### src/rtl/cmd_i2c_pkg.sv
package cmd_i2c_pkg;

   typedef enum logic [2:0] {
      ST_IDLE,
      ST_ADDR,
      ST_ADDR_ACK,
      ST_CMD,
      ST_CMD_ACK,
      ST_HOLD,
      ST_SKIP
   } tgt_state_e;

   typedef enum logic [1:0] {
      OP_NONE,
      OP_SAVE,
      OP_RESTORE
   } op_e;

   function automatic op_e decode_op(input logic [1:0] lo);
      case (lo)
         2'b01:   decode_op = OP_SAVE;
         2'b10:   decode_op = OP_RESTORE;
         default: decode_op = OP_NONE;
      endcase
   endfunction

endpackage

### src/rtl/cmd_i2c_sync.sv
module cmd_i2c_sync #(
   parameter int WIDTH   = 2,
   parameter int STAGES  = 2,
   parameter logic RST_VAL = 1'b1
) (
   input  logic             clk,
   input  logic             rst_n,
   input  logic [WIDTH-1:0] d_in,
   output logic [WIDTH-1:0] d_out
);

   generate
      if (STAGES < 2) begin : g_bad_stages
         $error("cmd_i2c_sync: STAGES must be at least 2");
      end
      if (WIDTH < 1) begin : g_bad_width
         $error("cmd_i2c_sync: WIDTH must be positive");
      end
   endgenerate

   logic [WIDTH-1:0] chain [STAGES];

   generate
      for (genvar s = 0; s < STAGES; s++) begin : g_stage
         always_ff @(posedge clk or negedge rst_n) begin
            if (!rst_n) begin
               chain[s] <= {WIDTH{RST_VAL}};
            end else begin
               chain[s] <= (s == 0) ? d_in : chain[(s == 0) ? 0 : s-1];
            end
         end
      end
   endgenerate

   assign d_out = chain[STAGES-1];

endmodule

### src/rtl/cmd_i2c_cond.sv
module cmd_i2c_cond (
   input  logic clk,
   input  logic rst_n,
   input  logic scl_s,
   input  logic sda_s,
   output logic start_det,
   output logic stop_det,
   output logic scl_rise,
   output logic scl_fall
);

   logic scl_p, sda_p;

   always_ff @(posedge clk or negedge rst_n) begin
      if (!rst_n) begin
         scl_p <= 1'b1;
         sda_p <= 1'b1;
      end else begin
         scl_p <= scl_s;
         sda_p <= sda_s;
      end
   end

   always_comb begin
      start_det = scl_s & scl_p & sda_p & ~sda_s;
      stop_det  = scl_s & scl_p & ~sda_p & sda_s;
      scl_rise  = scl_s & ~scl_p;
      scl_fall  = ~scl_s & scl_p;
   end

endmodule

### src/rtl/cmd_i2c_fsm.sv
module cmd_i2c_fsm
   import cmd_i2c_pkg::*;
#(
   parameter int ADDR_W = 7,
   parameter logic [ADDR_W-1:0] DEV_ADDR = 7'h6A
) (
   input  logic clk,
   input  logic rst_n,
   input  logic scl_s,
   input  logic sda_s,
   input  logic start_i,
   input  logic stop_i,
   input  logic rise_i,
   input  logic fall_i,
   input  logic busy_i,
   output logic oe_o,
   output logic save_o,
   output logic restore_o
);

   localparam int BYTE_BITS = ADDR_W + 1;
   localparam int CNT_W     = $clog2(BYTE_BITS);
   localparam logic [CNT_W-1:0] LAST_BIT = CNT_W'(BYTE_BITS - 1);

   generate
      if (BYTE_BITS != 8) begin : g_bad_addr
         $error("cmd_i2c_fsm: ADDR_W must be 7");
      end
   endgenerate

   tgt_state_e           state;
   logic [BYTE_BITS-1:0] shreg;
   logic [CNT_W-1:0]     bitcnt;
   logic                 byte_full;
   logic                 oe_q;
   op_e                  pend;
   logic                 save_q, restore_q;

   logic addr_ok;
   assign addr_ok = (shreg[BYTE_BITS-1:1] == DEV_ADDR) && !shreg[0] && !busy_i;

   always_ff @(posedge clk or negedge rst_n) begin
      if (!rst_n) begin
         state     <= ST_IDLE;
         shreg     <= '0;
         bitcnt    <= '0;
         byte_full <= 1'b0;
         oe_q      <= 1'b0;
         pend      <= OP_NONE;
         save_q    <= 1'b0;
         restore_q <= 1'b0;
      end else begin
         save_q    <= 1'b0;
         restore_q <= 1'b0;
         if (start_i) begin
            state     <= ST_ADDR;
            bitcnt    <= '0;
            byte_full <= 1'b0;
            oe_q      <= 1'b0;
            pend      <= OP_NONE;
         end else if (stop_i) begin
            state     <= ST_IDLE;
            oe_q      <= 1'b0;
            byte_full <= 1'b0;
            if (state == ST_HOLD) begin
               save_q    <= (pend == OP_SAVE);
               restore_q <= (pend == OP_RESTORE);
            end
            pend <= OP_NONE;
         end else begin
            case (state)
               ST_ADDR, ST_CMD: begin
                  if (rise_i && !byte_full) begin
                     shreg <= {shreg[BYTE_BITS-2:0], sda_s};
                     if (bitcnt == LAST_BIT) begin
                        byte_full <= 1'b1;
                        bitcnt    <= '0;
                     end else begin
                        bitcnt <= bitcnt + 1'b1;
                     end
                  end
                  if (fall_i && byte_full) begin
                     byte_full <= 1'b0;
                     if (state == ST_ADDR) begin
                        if (addr_ok) begin
                           oe_q  <= 1'b1;
                           state <= ST_ADDR_ACK;
                        end else begin
                           state <= ST_SKIP;
                        end
                     end else begin
                        if (!busy_i) begin
                           oe_q  <= 1'b1;
                           pend  <= decode_op(shreg[1:0]);
                           state <= ST_CMD_ACK;
                        end else begin
                           state <= ST_SKIP;
                        end
                     end
                  end
               end
               ST_ADDR_ACK: begin
                  if (fall_i) begin
                     oe_q  <= 1'b0;
                     state <= ST_CMD;
                  end
               end
               ST_CMD_ACK: begin
                  if (fall_i) begin
                     oe_q  <= 1'b0;
                     state <= ST_HOLD;
                  end
               end
               default: ;
            endcase
         end
      end
   end

   assign oe_o      = oe_q;
   assign save_o    = save_q;
   assign restore_o = restore_q;

   AST_ACK_NOT_BUSY: assert property (@(posedge clk) disable iff (!rst_n)
      $rose(oe_q) |-> !$past(busy_i));

   AST_OE_SCL_LOW: assert property (@(posedge clk) disable iff (!rst_n)
      ($rose(oe_q) || $fell(oe_q)) |-> (!scl_s || $past(start_i) || $past(stop_i)));

   AST_SAVE_SINGLE: assert property (@(posedge clk) disable iff (!rst_n)
      save_q |=> !save_q);

   AST_RESTORE_SINGLE: assert property (@(posedge clk) disable iff (!rst_n)
      restore_q |=> !restore_q);

endmodule

### src/rtl/cmd_i2c_target.sv
module cmd_i2c_target #(
   parameter int ADDR_W = 7,
   parameter logic [ADDR_W-1:0] DEV_ADDR = 7'h6A,
   parameter int SYNC_STAGES = 2
) (
   input  logic clk,
   input  logic rst_n,
   input  logic scl_in,
   input  logic sda_in,
   output logic sda_oe,
   input  logic busy,
   output logic save_go,
   output logic restore_go
);

   logic [1:0] bus_s;
   logic scl_s, sda_s;
   logic start_w, stop_w, rise_w, fall_w;

   cmd_i2c_sync #(
      .WIDTH  (2),
      .STAGES (SYNC_STAGES),
      .RST_VAL(1'b1)
   ) u_sync (
      .clk  (clk),
      .rst_n(rst_n),
      .d_in ({scl_in, sda_in}),
      .d_out(bus_s)
   );

   assign scl_s = bus_s[1];
   assign sda_s = bus_s[0];

   cmd_i2c_cond u_cond (
      .clk      (clk),
      .rst_n    (rst_n),
      .scl_s    (scl_s),
      .sda_s    (sda_s),
      .start_det(start_w),
      .stop_det (stop_w),
      .scl_rise (rise_w),
      .scl_fall (fall_w)
   );

   cmd_i2c_fsm #(
      .ADDR_W  (ADDR_W),
      .DEV_ADDR(DEV_ADDR)
   ) u_fsm (
      .clk      (clk),
      .rst_n    (rst_n),
      .scl_s    (scl_s),
      .sda_s    (sda_s),
      .start_i  (start_w),
      .stop_i   (stop_w),
      .rise_i   (rise_w),
      .fall_i   (fall_w),
      .busy_i   (busy),
      .oe_o     (sda_oe),
      .save_o   (save_go),
      .restore_o(restore_go)
   );

   AST_GO_EXCLUSIVE: assert property (@(posedge clk) disable iff (!rst_n)
      !(save_go && restore_go));

   AST_GO_AFTER_STOP: assert property (@(posedge clk) disable iff (!rst_n)
      (save_go || restore_go) |-> $past(stop_w));

endmodule

### config.mk
export PLATFORM = sky130hd
export DESIGN_NAME = cmd_i2c_target
export DESIGN_NICKNAME = d
export VERILOG_FILES = /design/src/rtl/cmd_i2c_pkg.sv /design/src/rtl/cmd_i2c_sync.sv /design/src/rtl/cmd_i2c_cond.sv /design/src/rtl/cmd_i2c_fsm.sv /design/src/rtl/cmd_i2c_target.sv
export SDC_FILE = /design/constraint.sdc
export NUM_CORES = 1
export LEC_CHECK = 0
export CORE_MARGIN = 2
export CORE_UTILIZATION = 61
export DETAILED_ROUTE_END_ITERATION = 7
export PLACE_DENSITY = 0.82
export REMOVE_ABC_BUFFERS = 1
export SETUP_SLACK_MARGIN = 0.2
export SLEW_MARGIN = 20
export SYNTH_ARGS = -nofsm -noshare
export SYNTH_HDL_FRONTEND = slang
export SYNTH_SLANG_ARGS = --single-unit
### constraint.sdc
create_clock -name clk -period 3.4 [get_ports clk]
set_clock_uncertainty 0.1 [all_clocks]
set_input_delay 0.51 -clock clk [delete_from_list [all_inputs] [get_ports clk]]
set_output_delay 0.51 -clock clk [all_outputs]
set_load 0.005 [all_outputs]
==> summary.txt <==
STA
  • Fin. max-slew vios: 0
  • Final hold vios: 0
  • Worst rel slew slack: 39.3%
  • Tcrit/Tclk final: 58.5%
  • Hold slack: 265 ps
  • Crit path time final: 1990 ps
  • Slew @ Worst Pin: 908 ps
  • # setup viols final: 0
  • Sum Neg Setup Slack: 0 ps
  • RSZ-0062 raised after global routing: false
  • Fmax: 503 MHz

Setup path
  • Critical Path Start Type: flip-flop
  • Critical Path Sink Type: flip-flop
  • Worst EP arrival: 2100 ps
  • Crit path required time: 3510 ps
  • CP max FO: 11
  • WS Path Type: reg2reg

Clocking
  • Root Driver: clkbuf_4
  • Hold_buf cts: 0
  • Setup Fix Bufs, Post-CTS: 0
  • Cts bufs inserted: 3
  • CTS Buffer Depth: 2
  • Skew-Pair Late Insertion Delay: 310 ps
  • Htree depth: 1
  • CTS tree: yes
  • Post-cts resize count: 0
  • # clock sinks: 26
  • Clk pin slew, worst setup/hold paths: 130 ps

Synth
  • Fraction of registers with async set/reset: 100%
  • Post-synth EDFFs: 0
  • Warnings, synthesis: 0
  • Syn avg cell area: 12.5 sq um
  • Post-synthesis register bit count: 26
  • Synth Cell Area: 0.00122 sq mm
  • Top_reg_cell synth: dfrtp_1
  • Post-Syn Instances: 98
  • Register area share after synthesis: 53.9%
  • Library cells used by synthesis: 37

Global routing
  • Initial antenna violation count: 0
  • First-pass GRT wire length: 3430 microns
  • GRT Overall Usage: 18.6%
  • Total gr overflow: 0
  • Largest net degree at the start of global routing: 22
  • Vias in the first global route: 786

Drt
  • # DRC: 0
  • Routed length per placed instance: 14.4 microns
  • Routed Antenna Nets: 0
  • DRT Pass-1 Iters: 4
  • Vias per inst: 5.99
  • First DRT Iteration DRCs: 12
  • Vias: 785
  • WL final: 1880 microns

Die
  • I/O pins: 8
  • DIE AREA: 0.00238 sq mm
  • Initial core utilization: 63.5%
  • Die X: 48.7 microns
  • Die Y: 48.7 microns
  • Num rows: 16
  • Core area: 0.00192 sq mm

Power and ir drop
  • Clock power frac: 24.8%
  • Maximum vdd drop: 302 uV
  • Logic pwr share: 13.1%
  • Power per Cell Area: 461 mW/mm^2
  • Pleak: 0.574 nW
  • Switching power: 0.152 mW
  • Tot Pwr: 0.611 mW
  • Sw Ratio: 24.9%
  • Pint: 0.459 mW
  • Sequential share of power: 62.1%

Final layout
  • NumNets Final: 112
  • Final instance area: 0.00133 sq mm
  • Most common cell after layout, fill and taps aside: dfrtp_1
  • Area growth, synth to finish: 8.50%
  • Fillcell total: 139
  • Layout cell share with drive strength beyond 1: 24.0%
  • Commonest cells after routing, fill and taps aside: 20 x dfrtp_1, 8 x mux2_2, 7 x clkdlybuf4s50_1, 6 x a21oi_1, 6 x dfstp_2
  • Ant. Diodes: 0
  • Finished Core Util: 68.9%

Placement
  • Input/output buffers: 7
  • Final HPWL DP: 1390 microns
  • Placer's final routability congestion estimate: 0.866
  • Cell area after placement: 0.00129 sq mm

Status
  • Result of the run: completed

Min path
  • HP Class: reg2reg

Run
  • Max-cap violations: 0
-- synth_stat cells, drive strengths merged, types with 2 or more instances --
| library cell | instances | area [sq um] |
|---|---|---|
| ha | 2 | 25.0 |
| o22ai | 3 | 18.8 |
| nand2 | 4 | 15.0 |
| o21ai | 2 | 10.0 |
| nor3b | 3 | 22.5 |
| dfrtp | 20 | 500 |
| nor4b | 2 | 32.5 |
| a21oi | 6 | 30.0 |
| and4b | 2 | 20.0 |
| inv | 4 | 15.0 |
| o31ai | 2 | 15.0 |
| nor2 | 2 | 7.51 |
| dfstp | 6 | 158 |
| and3 | 2 | 12.5 |
| nand2b | 2 | 20.0 |
| buf | 5 | 40.0 |
| nand4b | 5 | 43.8 |
| mux2i | 3 | 30.0 |
| mux2 | 8 | 90.1 |
| or2 | 2 | 12.5 |
-- final cells by class --
| cell class | count | area, sq um | area share (%) |
|---|---|---|---|
| multi-input combinational | 62 | 504 | 38.1 |
| clock buffer | 4 | 36.3 | 2.74 |
| timing repair buffer | 8 | 77.6 | 5.85 |
| inverter | 4 | 15.0 | 1.13 |
| tap | 27 | 33.8 | 2.55 |
| sequential | 26 | 658 | 49.7 |
-- stage by stage --
| step | setup WS (ps) | cells |
|---|---|---|
| after floorplan | 1600 | 92 |
| after global placement | 1470 | 127 |
| after detailed placement | 1430 | 127 |
| after CTS | 1400 | 131 |
| after global routing | 1290 | 131 |
| final | 1410 | 131 |
-- final timing paths --
path | to | from | slack (ps) | depth (start not counted)
worst max-delay path | u_fsm.shreg[3] | u_fsm.state[0] | 1410 | 3
worst min-delay path | u_sync.d_out[0] | u_sync.chain[2] | 270 | 0
worst max register to register | u_fsm.shreg[3] | u_fsm.state[0] | 1410 | 3
worst min register to register | u_sync.d_out[0] | u_sync.chain[2] | 270 | 0
max in group asynchronous | u_cond.sda_p | rst_n | 1900 | 2
min in group asynchronous | u_fsm.state[0] | rst_n | 590 | 1
-- flip-flops by register name, summed over array words and instances (netlist names) --
| register | cells |
|---|---|
| u_sync.d_out | 2 |
| u_cond.scl_p | 1 |
| u_fsm.byte_full | 1 |
| u_fsm.pend | 2 |
| u_fsm.save_o | 1 |
| u_sync.chain | 2 |
| u_fsm.bitcnt | 3 |
| u_fsm.shreg | 8 |
| u_fsm.state | 3 |
| u_cond.sda_p | 1 |
| u_fsm.restore_o | 1 |
| u_fsm.oe_o | 1 |
-- layer usage --
layer | wire [microns] | global-route usage (%)
met5 | 0 | 0
met4 | 31 | 7.14
met3 | 38 | 3.40
met2 | 934 | 33.3
met1 | 877 | 22.1
-- power groups by stage --
stage,Sequential (mW),Combinational (mW),Clock (mW)
floorplan,0.376,0.0589,0
global placement,0.382,0.0752,0
detailed placement,0.386,0.0819,0
CTS,0.380,0.0822,0.160
global route,0.386,0.0898,0.173
finish,0.380,0.0800,0.152
-- worst max-delay path, cell delays in order, from the launching register on --
cell	delay (ps)
dfrtp_1	580
nand2b_4	110
nor4b_4	690
mux2_2	410
-- cells by family after synthesis --
logic type / Yosys count / share of synthesized area (%)
and+or+nand+nor: 31 / 20.0
DFF: 26 / 53.9
AOI/OAI and AO/OA: 16 / 7.99
muxes: 11 / 9.84
buffers and inverters: 10 / 4.82
xor gates and xnor gates: 2 / 1.43
adders and majority gates: 2 / 2.05
Power figures use the tool's default switching activity.
